==> src/rtl/mshr_pkg.sv <==
package mshr_pkg;

  // Index of the lowest set bit of a vector of up to 32 bits; 0 when empty.
  function automatic logic [4:0] low_index(input logic [31:0] v);
    logic [4:0] r;
    r = '0;
    for (int i = 31; i >= 0; i--) begin
      if (v[i]) r = 5'(i);
    end
    return r;
  endfunction

endpackage

==> src/rtl/mshr_lookup.sv <==
module mshr_lookup
  import mshr_pkg::*;
#(
  parameter int NUM_ENT = 4,
  parameter int BLK_W   = 26,
  localparam int ENT_IW = (NUM_ENT > 1) ? $clog2(NUM_ENT) : 1
) (
  input  logic                            clk,
  input  logic                            rst_n,
  input  logic [NUM_ENT-1:0]              ent_valid_i,
  input  logic [NUM_ENT-1:0]              ent_open_i,
  input  logic [NUM_ENT-1:0][BLK_W-1:0]   ent_blk_i,
  input  logic                            fill_valid_i,
  input  logic [ENT_IW-1:0]               fill_id_i,
  input  logic                            fill_last_i,
  input  logic                            miss_valid_i,
  input  logic [BLK_W-1:0]                miss_blk_i,
  output logic                            hit_o,
  output logic [ENT_IW-1:0]               hit_idx_o,
  output logic                            free_any_o,
  output logic [ENT_IW-1:0]               free_idx_o
);

  logic [NUM_ENT-1:0] match_vec;
  logic [NUM_ENT-1:0] closing_now;

  for (genvar e = 0; e < NUM_ENT; e++) begin : g_cmp
    // an entry receiving its final word this cycle no longer accepts joiners
    assign closing_now[e] = fill_valid_i && fill_last_i && (fill_id_i == ENT_IW'(e));
    assign match_vec[e]   = ent_open_i[e] && !closing_now[e] && (ent_blk_i[e] == miss_blk_i);
  end

  assign hit_o      = |match_vec;
  assign hit_idx_o  = ENT_IW'(low_index(32'(match_vec)));
  assign free_any_o = |(~ent_valid_i);
  assign free_idx_o = ENT_IW'(low_index(32'(~ent_valid_i)));

  // one block is owned by at most one open entry
  assert_single_owner_R3: assert property (@(posedge clk) disable iff (!rst_n)
    miss_valid_i |-> $onehot0(match_vec));

endmodule

==> src/rtl/mshr_entry.sv <==
module mshr_entry
  import mshr_pkg::*;
#(
  parameter int BLK_W    = 26,
  parameter int WORD_W   = 2,
  parameter int DATA_W   = 32,
  parameter int TAG_W    = 6,
  parameter int NUM_SLOT = 4
) (
  input  logic              clk,
  input  logic              rst_n,
  input  logic              alloc_new_i,
  input  logic [BLK_W-1:0]  alloc_blk_i,
  input  logic              slot_wr_i,
  input  logic [WORD_W-1:0] wr_word_i,
  input  logic              wr_store_i,
  input  logic [TAG_W-1:0]  wr_tag_i,
  input  logic [DATA_W-1:0] wr_data_i,
  input  logic              fill_hit_i,
  input  logic [WORD_W-1:0] fill_word_i,
  input  logic [DATA_W-1:0] fill_data_i,
  input  logic              fill_last_i,
  input  logic              pop_i,
  output logic              valid_o,
  output logic              open_o,
  output logic [BLK_W-1:0]  blk_o,
  output logic              has_free_slot_o,
  output logic              ready_any_o,
  output logic [TAG_W-1:0]  rsp_tag_o,
  output logic              rsp_store_o,
  output logic [WORD_W-1:0] rsp_word_o,
  output logic [DATA_W-1:0] rsp_data_o
);

  localparam int WORDS   = 1 << WORD_W;
  localparam int SLOT_IW = (NUM_SLOT > 1) ? $clog2(NUM_SLOT) : 1;

  logic                valid_q, closing_q;
  logic [BLK_W-1:0]    blk_q;
  logic [WORDS-1:0]    arrived_q;
  logic [DATA_W-1:0]   wbuf_q  [WORDS];
  logic [NUM_SLOT-1:0] busy_q, ready_q, store_q;
  logic [WORD_W-1:0]   sword_q [NUM_SLOT];
  logic [TAG_W-1:0]    stag_q  [NUM_SLOT];
  logic [DATA_W-1:0]   sdata_q [NUM_SLOT];

  logic [SLOT_IW-1:0]  free_idx, sel_idx;
  logic [NUM_SLOT-1:0] ready_vec, pop_mask, fill_match;
  logic                release_now;

  // word already here, or arriving on the fill port this cycle
  function automatic logic word_present(input logic [WORD_W-1:0] w);
    return arrived_q[w] || (fill_hit_i && fill_word_i == w);
  endfunction

  function automatic logic [DATA_W-1:0] word_value(input logic [WORD_W-1:0] w);
    return (fill_hit_i && fill_word_i == w) ? fill_data_i : wbuf_q[w];
  endfunction

  assign ready_vec = busy_q & ready_q;
  assign free_idx  = SLOT_IW'(low_index(32'(~busy_q)));
  assign sel_idx   = SLOT_IW'(low_index(32'(ready_vec)));

  always_comb begin
    pop_mask = '0;
    if (pop_i) pop_mask[sel_idx] = 1'b1;
  end

  for (genvar s = 0; s < NUM_SLOT; s++) begin : g_match
    assign fill_match[s] = fill_hit_i && busy_q[s] && !ready_q[s] &&
                           (fill_last_i || sword_q[s] == fill_word_i);
  end

  // the entry lets go once closed and its last waiting access leaves
  assign release_now = valid_q && closing_q && ((busy_q & ~pop_mask) == '0);

  always_ff @(posedge clk or negedge rst_n) begin
    if (!rst_n) begin
      valid_q   <= 1'b0;
      closing_q <= 1'b0;
      arrived_q <= '0;
      busy_q    <= '0;
      ready_q   <= '0;
    end else begin
      if (alloc_new_i) begin
        valid_q   <= 1'b1;
        closing_q <= 1'b0;
        arrived_q <= '0;
      end else begin
        if (release_now) begin
          valid_q   <= 1'b0;
          closing_q <= 1'b0;
        end else if (fill_hit_i && fill_last_i) begin
          closing_q <= 1'b1;
        end
        if (fill_hit_i) arrived_q[fill_word_i] <= 1'b1;
      end
      for (int s = 0; s < NUM_SLOT; s++) begin
        if (pop_mask[s]) begin
          busy_q[s]  <= 1'b0;
          ready_q[s] <= 1'b0;
        end else if (fill_match[s]) begin
          ready_q[s] <= 1'b1;
        end
        if (slot_wr_i && free_idx == SLOT_IW'(s)) begin
          busy_q[s]  <= 1'b1;
          ready_q[s] <= !alloc_new_i && word_present(wr_word_i);
        end
      end
    end
  end

  always_ff @(posedge clk) begin
    if (alloc_new_i) blk_q <= alloc_blk_i;
    if (fill_hit_i) wbuf_q[fill_word_i] <= fill_data_i;
    for (int s = 0; s < NUM_SLOT; s++) begin
      if (fill_match[s] && !store_q[s]) sdata_q[s] <= word_value(sword_q[s]);
      if (slot_wr_i && free_idx == SLOT_IW'(s)) begin
        sword_q[s] <= wr_word_i;
        store_q[s] <= wr_store_i;
        stag_q[s]  <= wr_tag_i;
        sdata_q[s] <= wr_store_i ? wr_data_i : word_value(wr_word_i);
      end
    end
  end

  assign valid_o         = valid_q;
  assign open_o          = valid_q && !closing_q;
  assign blk_o           = blk_q;
  assign has_free_slot_o = |(~busy_q);
  assign ready_any_o     = |ready_vec;
  assign rsp_tag_o       = stag_q[sel_idx];
  assign rsp_store_o     = store_q[sel_idx];
  assign rsp_word_o      = sword_q[sel_idx];
  assign rsp_data_o      = sdata_q[sel_idx];

  // a slot is only written when one is free
  assert_no_overflow_R4: assert property (@(posedge clk) disable iff (!rst_n)
    slot_wr_i |-> has_free_slot_o);

  // only an empty entry is claimed
  assert_claim_empty_R2: assert property (@(posedge clk) disable iff (!rst_n)
    alloc_new_i |-> !valid_q);

  // an entry is given up only after its final word has arrived
  assert_release_closed_R8: assert property (@(posedge clk) disable iff (!rst_n)
    $fell(valid_q) |-> $past(closing_q));

  // an idle entry holds no waiting access
  assert_idle_empty_R8: assert property (@(posedge clk) disable iff (!rst_n)
    !valid_q |-> (busy_q == '0));

endmodule

==> src/rtl/mshr_rsp_pick.sv <==
module mshr_rsp_pick
  import mshr_pkg::*;
#(
  parameter int NUM_ENT = 4,
  localparam int ENT_IW = (NUM_ENT > 1) ? $clog2(NUM_ENT) : 1
) (
  input  logic [NUM_ENT-1:0] ready_i,
  output logic               any_o,
  output logic [ENT_IW-1:0]  idx_o,
  output logic [NUM_ENT-1:0] grant_o
);

  assign any_o = |ready_i;
  assign idx_o = ENT_IW'(low_index(32'(ready_i)));

  always_comb begin
    grant_o = '0;
    if (any_o) grant_o[idx_o] = 1'b1;
  end

endmodule

==> src/rtl/mshr_file.sv <==
module mshr_file #(
  parameter int NUM_ENT  = 4,
  parameter int NUM_SLOT = 4,
  parameter int BLK_W    = 26,
  parameter int WORD_W   = 2,
  parameter int DATA_W   = 32,
  parameter int TAG_W    = 6,
  localparam int ENT_IW  = (NUM_ENT > 1) ? $clog2(NUM_ENT) : 1
) (
  input  logic              clk,
  input  logic              rst_n,
  input  logic              miss_valid_i,
  input  logic [BLK_W-1:0]  miss_blk_i,
  input  logic [WORD_W-1:0] miss_word_i,
  input  logic              miss_store_i,
  input  logic [TAG_W-1:0]  miss_tag_i,
  input  logic [DATA_W-1:0] miss_wdata_i,
  output logic              miss_stall_o,
  output logic              mreq_valid_o,
  output logic [BLK_W-1:0]  mreq_blk_o,
  output logic [ENT_IW-1:0] mreq_id_o,
  input  logic              fill_valid_i,
  input  logic [ENT_IW-1:0] fill_id_i,
  input  logic [WORD_W-1:0] fill_word_i,
  input  logic [DATA_W-1:0] fill_data_i,
  input  logic              fill_last_i,
  output logic              rsp_valid_o,
  output logic [TAG_W-1:0]  rsp_tag_o,
  output logic              rsp_store_o,
  output logic [WORD_W-1:0] rsp_word_o,
  output logic [DATA_W-1:0] rsp_data_o
);

  logic [NUM_ENT-1:0]             ent_valid, ent_open, ent_has_free, ent_ready;
  logic [NUM_ENT-1:0]             ent_alloc, ent_wr, ent_fill, ent_pop;
  logic [NUM_ENT-1:0][BLK_W-1:0]  ent_blk;
  logic [NUM_ENT-1:0][TAG_W-1:0]  ent_tag;
  logic [NUM_ENT-1:0]             ent_store;
  logic [NUM_ENT-1:0][WORD_W-1:0] ent_word;
  logic [NUM_ENT-1:0][DATA_W-1:0] ent_data;

  logic              hit, free_any, accept;
  logic [ENT_IW-1:0] hit_idx, free_idx, pick_idx;

  mshr_lookup #(.NUM_ENT(NUM_ENT), .BLK_W(BLK_W)) i_lookup (
    .clk          (clk),
    .rst_n        (rst_n),
    .ent_valid_i  (ent_valid),
    .ent_open_i   (ent_open),
    .ent_blk_i    (ent_blk),
    .fill_valid_i (fill_valid_i),
    .fill_id_i    (fill_id_i),
    .fill_last_i  (fill_last_i),
    .miss_valid_i (miss_valid_i),
    .miss_blk_i   (miss_blk_i),
    .hit_o        (hit),
    .hit_idx_o    (hit_idx),
    .free_any_o   (free_any),
    .free_idx_o   (free_idx)
  );

  assign miss_stall_o = miss_valid_i && (hit ? !ent_has_free[hit_idx] : !free_any);
  assign accept       = miss_valid_i && !miss_stall_o;
  assign mreq_valid_o = accept && !hit;
  assign mreq_blk_o   = miss_blk_i;
  assign mreq_id_o    = free_idx;

  for (genvar e = 0; e < NUM_ENT; e++) begin : g_ent
    assign ent_alloc[e] = accept && !hit && (free_idx == ENT_IW'(e));
    assign ent_wr[e]    = accept && (hit ? (hit_idx == ENT_IW'(e)) : (free_idx == ENT_IW'(e)));
    assign ent_fill[e]  = fill_valid_i && (fill_id_i == ENT_IW'(e));

    mshr_entry #(
      .BLK_W(BLK_W), .WORD_W(WORD_W), .DATA_W(DATA_W),
      .TAG_W(TAG_W), .NUM_SLOT(NUM_SLOT)
    ) i_entry (
      .clk             (clk),
      .rst_n           (rst_n),
      .alloc_new_i     (ent_alloc[e]),
      .alloc_blk_i     (miss_blk_i),
      .slot_wr_i       (ent_wr[e]),
      .wr_word_i       (miss_word_i),
      .wr_store_i      (miss_store_i),
      .wr_tag_i        (miss_tag_i),
      .wr_data_i       (miss_wdata_i),
      .fill_hit_i      (ent_fill[e]),
      .fill_word_i     (fill_word_i),
      .fill_data_i     (fill_data_i),
      .fill_last_i     (fill_last_i),
      .pop_i           (ent_pop[e]),
      .valid_o         (ent_valid[e]),
      .open_o          (ent_open[e]),
      .blk_o           (ent_blk[e]),
      .has_free_slot_o (ent_has_free[e]),
      .ready_any_o     (ent_ready[e]),
      .rsp_tag_o       (ent_tag[e]),
      .rsp_store_o     (ent_store[e]),
      .rsp_word_o      (ent_word[e]),
      .rsp_data_o      (ent_data[e])
    );
  end

  mshr_rsp_pick #(.NUM_ENT(NUM_ENT)) i_pick (
    .ready_i (ent_ready),
    .any_o   (rsp_valid_o),
    .idx_o   (pick_idx),
    .grant_o (ent_pop)
  );

  assign rsp_tag_o   = ent_tag[pick_idx];
  assign rsp_store_o = ent_store[pick_idx];
  assign rsp_word_o  = ent_word[pick_idx];
  assign rsp_data_o  = ent_data[pick_idx];

  // a memory request only leaves for a miss that was taken
  assert_mreq_taken_R2: assert property (@(posedge clk) disable iff (!rst_n)
    mreq_valid_o |-> (miss_valid_i && !miss_stall_o));

  // stall is only raised against a presented miss
  assert_stall_with_req_R4: assert property (@(posedge clk) disable iff (!rst_n)
    miss_stall_o |-> miss_valid_i);

  // no response can be pending right after reset
  assert_quiet_reset_R1: assert property (@(posedge clk) disable iff (!rst_n)
    $rose(rst_n) |-> !rsp_valid_o);

endmodule

==> config.mk <==
export PLATFORM = sky130hd
export DESIGN_NAME = mshr_file
export DESIGN_NICKNAME = d
export VERILOG_FILES = /design/src/rtl/mshr_pkg.sv /design/src/rtl/mshr_lookup.sv /design/src/rtl/mshr_entry.sv /design/src/rtl/mshr_rsp_pick.sv /design/src/rtl/mshr_file.sv
export SDC_FILE = /design/constraint.sdc
export NUM_CORES = 2
export LEC_CHECK = 0
export CAP_MARGIN = 20
export CORE_ASPECT_RATIO = 1.5
export CORE_MARGIN = 4
export CORE_UTILIZATION = 35
export DETAILED_ROUTE_END_ITERATION = 6
export GPL_TIMING_DRIVEN = 1
export PLACE_DENSITY = 0.57
export SYNTH_ARGS = -nofsm -noshare
export SYNTH_HDL_FRONTEND = slang
export SYNTH_SLANG_ARGS = --single-unit
export TNS_END_PERCENT = 100
==> constraint.sdc <==
create_clock -name clk -period 12.1 [get_ports clk]
set_input_delay 1.21 -clock clk [delete_from_list [all_inputs] [get_ports clk]]
set_output_delay 1.21 -clock clk [all_outputs]
set_load 0.005 [all_outputs]
== Word level (Yosys, flattened, before mapping) ==
Memories as Yosys holds them, arrays and structs flattened.
Cells that the tools add are included.

* Output and inout port bits: 72
* Input port bits: 108
* Register bits after elaboration: 176
* RAM bits: 1152
* Memories: 16

{| class="wikitable"
|+ Memories
! name !! words !! bits a word !! read ports !! clocked after memory_dff !! write ports !! RTL line !! source
|-
| g_ent[0].i_entry.sdata_q || 4 || 32 || 1 || 0 || 4 || mshr_entry.sv:45 || <nowiki>logic [DATA_W-1:0] sdata_q [NUM_SLOT];</nowiki>
|-
| g_ent[0].i_entry.wbuf_q || 4 || 32 || 5 || 0 || 1 || mshr_entry.sv:41 || <nowiki>logic [DATA_W-1:0] wbuf_q [WORDS];</nowiki>
|-
| g_ent[1].i_entry.sdata_q || 4 || 32 || 1 || 0 || 4 || mshr_entry.sv:45 ||
|-
| g_ent[1].i_entry.wbuf_q || 4 || 32 || 5 || 0 || 1 || mshr_entry.sv:41 ||
|-
| g_ent[2].i_entry.sdata_q || 4 || 32 || 1 || 0 || 4 || mshr_entry.sv:45 ||
|-
| g_ent[2].i_entry.wbuf_q || 4 || 32 || 5 || 0 || 1 || mshr_entry.sv:41 ||
|-
| 10 more memories || - || - || - || - || - || - ||
|}

* Equality and inequality tests: 58
* Order comparisons: 14
* Multiplexer cells: 524
* Reduce and logical (&&, ||, !) cells: 312
* Bitwise logic cells: 42

{| class="wikitable"
|+ Operators by type and width
! cell !! number
|-
| $mux W32 || 41
|-
| $mux W2 || 221
|-
| $mux W1 || 217
|-
| $not A4 Y32 || 5
|-
| $logic_and A1 B1 Y1 || 154
|-
| $eq A26 B26 Y1 || 4
|-
| $mux W6 || 13
|-
| $reduce_or A6 Y1 || 12
|-
| $eq A2 B2 Y1 || 33
|-
| $bmux W32 S2 || 1
|-
| $reduce_bool A3 Y1 || 20
|-
| $mux W4 || 13
|-
| $logic_not A1 Y1 || 48
|-
| $reduce_bool A2 Y1 || 24
|-
| $reduce_or A4 Y1 || 10
|-
| $not A4 Y4 || 9
|-
| $and A4 B4 Y4 || 8
|-
| $eq A2 B2 Y1 const B || 14
|-
| $lt A2 B3 Y1 const B || 8
|-
| $reduce_or A2 Y1 || 12
|-
| $bmux W1 S2 || 10
|-
| $logic_or A1 B1 Y1 || 20
|-
| $logic_not A4 Y1 || 4
|-
| $or A1 B1 Y1 || 16
|-
| other kinds (8) || 33
|}

== Longest topological paths before layout ==
* Word-level depth: 43
* Depth in mapped cells: 11

== Modules after synthesis ==
Synthesis repeated with hierarchy kept, for this count alone.

* Cell total of the unflattened synthesis: 5222
* Area, all modules: 79044.6 um^2

{| class="wikitable"
|+ Modules (own cells, without submodules)
! module !! seq. area each (um^2) !! area each (um^2) !! instances !! cells each
|-
| mshr_entry at g_ent[1].i_entry || 9899.5 || 19167.1 || 1 || 1194
|-
| mshr_entry at g_ent[0].i_entry || 9899.5 || 19084.6 || 1 || 1190
|-
| mshr_entry at g_ent[3].i_entry || 9899.5 || 19028.2 || 1 || 1279
|-
| mshr_entry at g_ent[2].i_entry || 9899.5 || 19015.7 || 1 || 1278
|-
| mshr_file || 0.0 || 1445.1 || 1 || 112
|-
| mshr_lookup || 0.0 || 1253.7 || 1 || 158
|-
| mshr_rsp_pick || 0.0 || 50.0 || 1 || 11
|}

== Worst setup path before layout ==
Ideal clock, no wire load.

* Path kind: input to register
* Start point: input fill_word_i[1]
* End point: memory g_ent[2].i_entry.sdata_q[0][0], enable pin
* Slack: 6.663 ns
* Arrival time: 4.967 ns
* Setup time: 0.470 ns
* Cell stages on the path: 6
* Cell sequence: clkbuf_1 > buf_2 > xor2_1 > nor3_1 > o21ai_0 > o31ai_1

{| class="wikitable"
|+ RTL lines
! element !! RTL line !! source
|-
| from (decl) || mshr_file.sv:24 || <nowiki>input logic [WORD_W-1:0] fill_word_i,</nowiki>
|-
| to (decl) || mshr_entry.sv:45 ||
|}

== Worst setup path in the final report ==
* Start point: register g_ent[0].i_entry.busy_q[1]
* End point: output rsp_data_o[28]

* Cells in the longest elaborated chain, start to end: 6
* Elaborated cells between the ends (all ways): 8

{| class="wikitable"
|+ Ends and longest elaborated chain
! element !! RTL line !! source
|-
| from (decl) || mshr_entry.sv:42 || <nowiki>logic [NUM_SLOT-1:0] busy_q, ready_q, store_q;</nowiki>
|-
| from (signal assigned) || mshr_entry.sv:82 || <nowiki>busy_q <= '0;</nowiki>
|-
| from (signal, indexed assignment) || mshr_entry.sv:100 || <nowiki>busy_q[s] <= 1'b0;</nowiki>
|-
| from (signal, indexed assignment) || mshr_entry.sv:106 || <nowiki>busy_q[s] <= 1'b1;</nowiki>
|-
| $and A4 B4 Y4 (*) || mshr_entry.sv:60 || <nowiki>assign ready_vec = busy_q & ready_q;</nowiki>
|-
| $mux W2 (2 in a row) || mshr_pkg.sv:8 || <nowiki>if (v[i]) r = 5'(i);</nowiki>
|-
| $mem_v2 Z4 W32 || - ||
|-
| $bmux W32 S2 (*) || mshr_file.sv:113 || <nowiki>assign rsp_data_o = ent_data[pick_idx];</nowiki>
|-
| $mux W32 (implied by the code) (*) || mshr_file.sv:113 ||
|-
| to (decl) || mshr_file.sv:31 || <nowiki>output logic [DATA_W-1:0] rsp_data_o</nowiki>
|}

Every way passes the cells marked *; elsewhere a longest branch is shown, timed or not. The select of a mux whose other input is x is not followed.

==> impl_metrics.toml <==
[setup_path]
cp_max_fo = 27
crit_chain = "a22oi_1, nand2_1, nor2_1, nand2_2, buf_4, o22ai_1, a31o_2, clkdlybuf4s50_1"
rrSetupSlack_ns = 7.36
crit_type = "flop to output port"
arrival_ns = 5.52
r2r_start = "g_ent[1].i_entry.blk_o[7]"
worst-path-buf-inv = 2
startpoint = "g_ent[0].i_entry.busy_q[1]"
max_stage_delay_ns = 0.81
cp-end-kind = "output port"
crit_family = "simple AND/OR/NAND/NOR gates"
worstSetupStartpointType = "flop"
cpMaxStageDelayCell = "nor2_1"
cp.required_ns = 10.89

[timing]
max_slew.worst_pin.slew_ns = 1.11
setup_slack_ns = 5.37
drv_slew = 0
fin_crit_ns = 6.73
slew_headroom_pct = 26.1
fin_worst_skew_ns = 0.0668
setup_tns_ns = 0
rsz0062_at_grt = "no"
hold_viol = 0
finalSetupViolCount = 0
fmaxAchievable_ghz = 0.149
period_share_pct = 55.6

[grt]
grtUsageMet2_pct = 42.7
use_met1_pct = 28.5
grt.met3_usage_pct = 4.15
top_usage_layer = "met2"
grt_pass1_wl_um = 391000
grt_start_max_net_pins = 88
overflow = 0
antenna_found_initial = 22
grt_pass1_vias = 50800
grt_usage_pct = 24.3

[place]
gp_congestion = 0.858
pre_cts_ws_ns = 5.32
dpl.hpwl_um = 171000
placed_area_mm2 = 0.0820
io_buffers = 179
placedCellCount = 7581

[yosys]
synth.avg_cell_area_um2 = 15.8
synth_cell_type_count = 65
yosysSeqAreaShare_pct = 51.4
yosys_warnings = 0
yosys_most_used_dff = "edfxtp_1"
syn-num-nets = 4970
syn-cell-area_mm2 = 0.0770
async_reset_ff_share_pct = 4.22
synth_cells = 4862
synth-seq-cells = 1328
synth_edf_count = 1272

[drt]
via_per_inst = 6.32
post_drt_wl_per_cell_um = 36.1
routed_wl_um = 283000
route.detailed.drc = 20
first_iter_violations = 5516
dr.pass1.iters = 7
drtAntennaViolNets = 0
dr_total_vias = 49500

[finish]
drive_gt1_share_pct = 29.8
final_common_cell = "edfxtp_1"
stdcell_count = 7841
postLayoutCellArea_mm2 = 0.0866
fillCellCount = 19900
nNetsFinal = 4976
final_cell_mix = "edfxtp_1 (1272), mux2i_1 (1041), mux4_2 (644), mux2_2 (292), buf_4 (175)"
syn_to_final_growth_pct = 12.5

[power]
finalPower_mw = 15.0
ir_drop_v = 0.000200
power_density_mw_per_mm2 = 173
leakage_nw = 27.9

[floorplan]
die_area_mm2 = 0.228
io_pins = 180
start_util_pct = 35.2
die_h_um = 582
rows = 210
core_area_mm2 = 0.219
die_w_um = 391

[hold_path]
hold_start = "g_ent[3].i_entry.arrived_q[2]"
worst_hold_path_type = "flop to flop"

[job]
cap_violations = 0

[clocking]
clock_latency_ns = 0.82
ctsHoldBuffers = 0
clk_pin_slew_ns = 0.07
cts_made_buffers = 146
cts_buffer_depth = 4
cts_resized = 0
cts.sinks = 1328
cts_root_buf = "clkbuf_16"
tritoncts = "built"
post_cts_buffers = 0
htreeDepth = 4

[run_status]
status = "complete, but fails checks"
violations = "DRC"
==> sequential cells by signal, summed over array words and instances (netlist names) <==
name and flops:
g_ent.i_entry.arrived_q 16, g_ent.i_entry.blk_o 104, g_ent.i_entry.busy_q 16, g_ent.i_entry.closing_q 4, g_ent.i_entry.ready_q 16, g_ent.i_entry.sdata_q 512, g_ent.i_entry.stag_q 96, g_ent.i_entry.store_q 16
g_ent.i_entry.sword_q 32, g_ent.i_entry.valid_o 4, g_ent.i_entry.wbuf_q 512
==> per-layer routing <==
| layer | share of wire (%) | vias up |
|---|---|---|
| li1 | - | 20200 |
| met1 | 35 | 26000 |
| met2 | 51 | 2583 |
| met3 | 7.9 | 732 |
| met4 | 6.0 | 8 |
| met5 | 0.023 | - |
==> final timing paths <==
| path | depth (start not counted) | end |
|---|---|---|
| setup / recovery | 8 | rsp_data_o[28] |
| hold / removal | 2 | g_ent[3].i_entry.arrived_q[2] |
| setup reg to reg | 9 | g_ent[1].i_entry.sdata_q[3][26] |
| hold reg to reg | 2 | g_ent[3].i_entry.arrived_q[2] |
| max in group asynchronous | 2 | g_ent[1].i_entry.busy_q[3] |
| min in group asynchronous | 2 | g_ent[3].i_entry.arrived_q[2] |
==> per-stage QoR <==
stage               hold WS (ns)  util (%)
floorplan                  0.461         -
detailed placement         0.488      37.5
global placement           0.475      37.5
finish                     0.496      39.6
global route               0.518      39.6
CTS                        0.501      39.6
==> worst reg2reg max path, cell delays in order, from the launching register on <==
cell and delay [ns]:
edfxtp_1 0.39, xor2_1 0.34, nor4_1 0.10, nand4_1 0.15, or4_1 0.22, nand4_1 0.75, a2111oi_4 0.55, buf_4 0.79
or2_2 0.68, buf_4 0.42
==> layout make-up <==
class | count | area (µm²) | area share, %
diodes | 6 | 15.0 | 0.0173
clock buffers | 181 | 3870 | 4.47
inverters | 19 | 71.3 | 0.0823
well taps | 2862 | 3580 | 4.13
multi-input cells | 3013 | 35600 | 41.1
repair buffers | 360 | 3180 | 3.67
clock inverters | 72 | 676 | 0.780
flip-flops and latches | 1328 | 39600 | 45.7
==> logic make-up after synthesis <==
family / after synthesis / share of synthesized area (%)
buf+inv: 521 / 2.98
simple gates: 419 / 2.72
xor+xnor: 138 / 1.57
mux: 1977 / 36.6
flops: 1328 / 51.4
compound gates: 479 / 4.65
==> synthesized netlist by cell type (6+ instances only) <==
cell / instances / area [µm²]
edfxtp_1: 1272 / 38200
mux2i_1: 1041 / 10400
mux4_2: 644 / 14500
clkbuf_1: 340 / 1280
mux2_2: 292 / 3290
o21ai_0: 166 / 831
a222oi_1: 165 / 1650
nand2_1: 149 / 559
xnor2_1: 80 / 701
nor2_1: 66 / 248
buf_1: 62 / 233
xor2_1: 58 / 508
dfrtp_1: 56 / 1400
nand2b_1: 53 / 332
buf_2: 46 / 230
o22ai_1: 46 / 288
a31o_2: 43 / 377
buf_4: 40 / 300
nor3_1: 32 / 160
nand4_1: 31 / 194
nand3_1: 22 / 110
inv_1: 18 / 67.6
nor4_1: 14 / 87.6
a21o_1: 11 / 82.6
buf_6: 11 / 124
a21oi_1: 10 / 50.1
or2_2: 10 / 62.6
and3_1: 8 / 50.1
a22oi_1: 6 / 45.0
==> power breakdown <==
part	internal, mW	switching, mW
clock	2.52	1.88
combinational	1.85	3.09
sequential	5.44	0.223
total	9.81	5.19
Note: power is estimated with default switching activity, not from simulation.
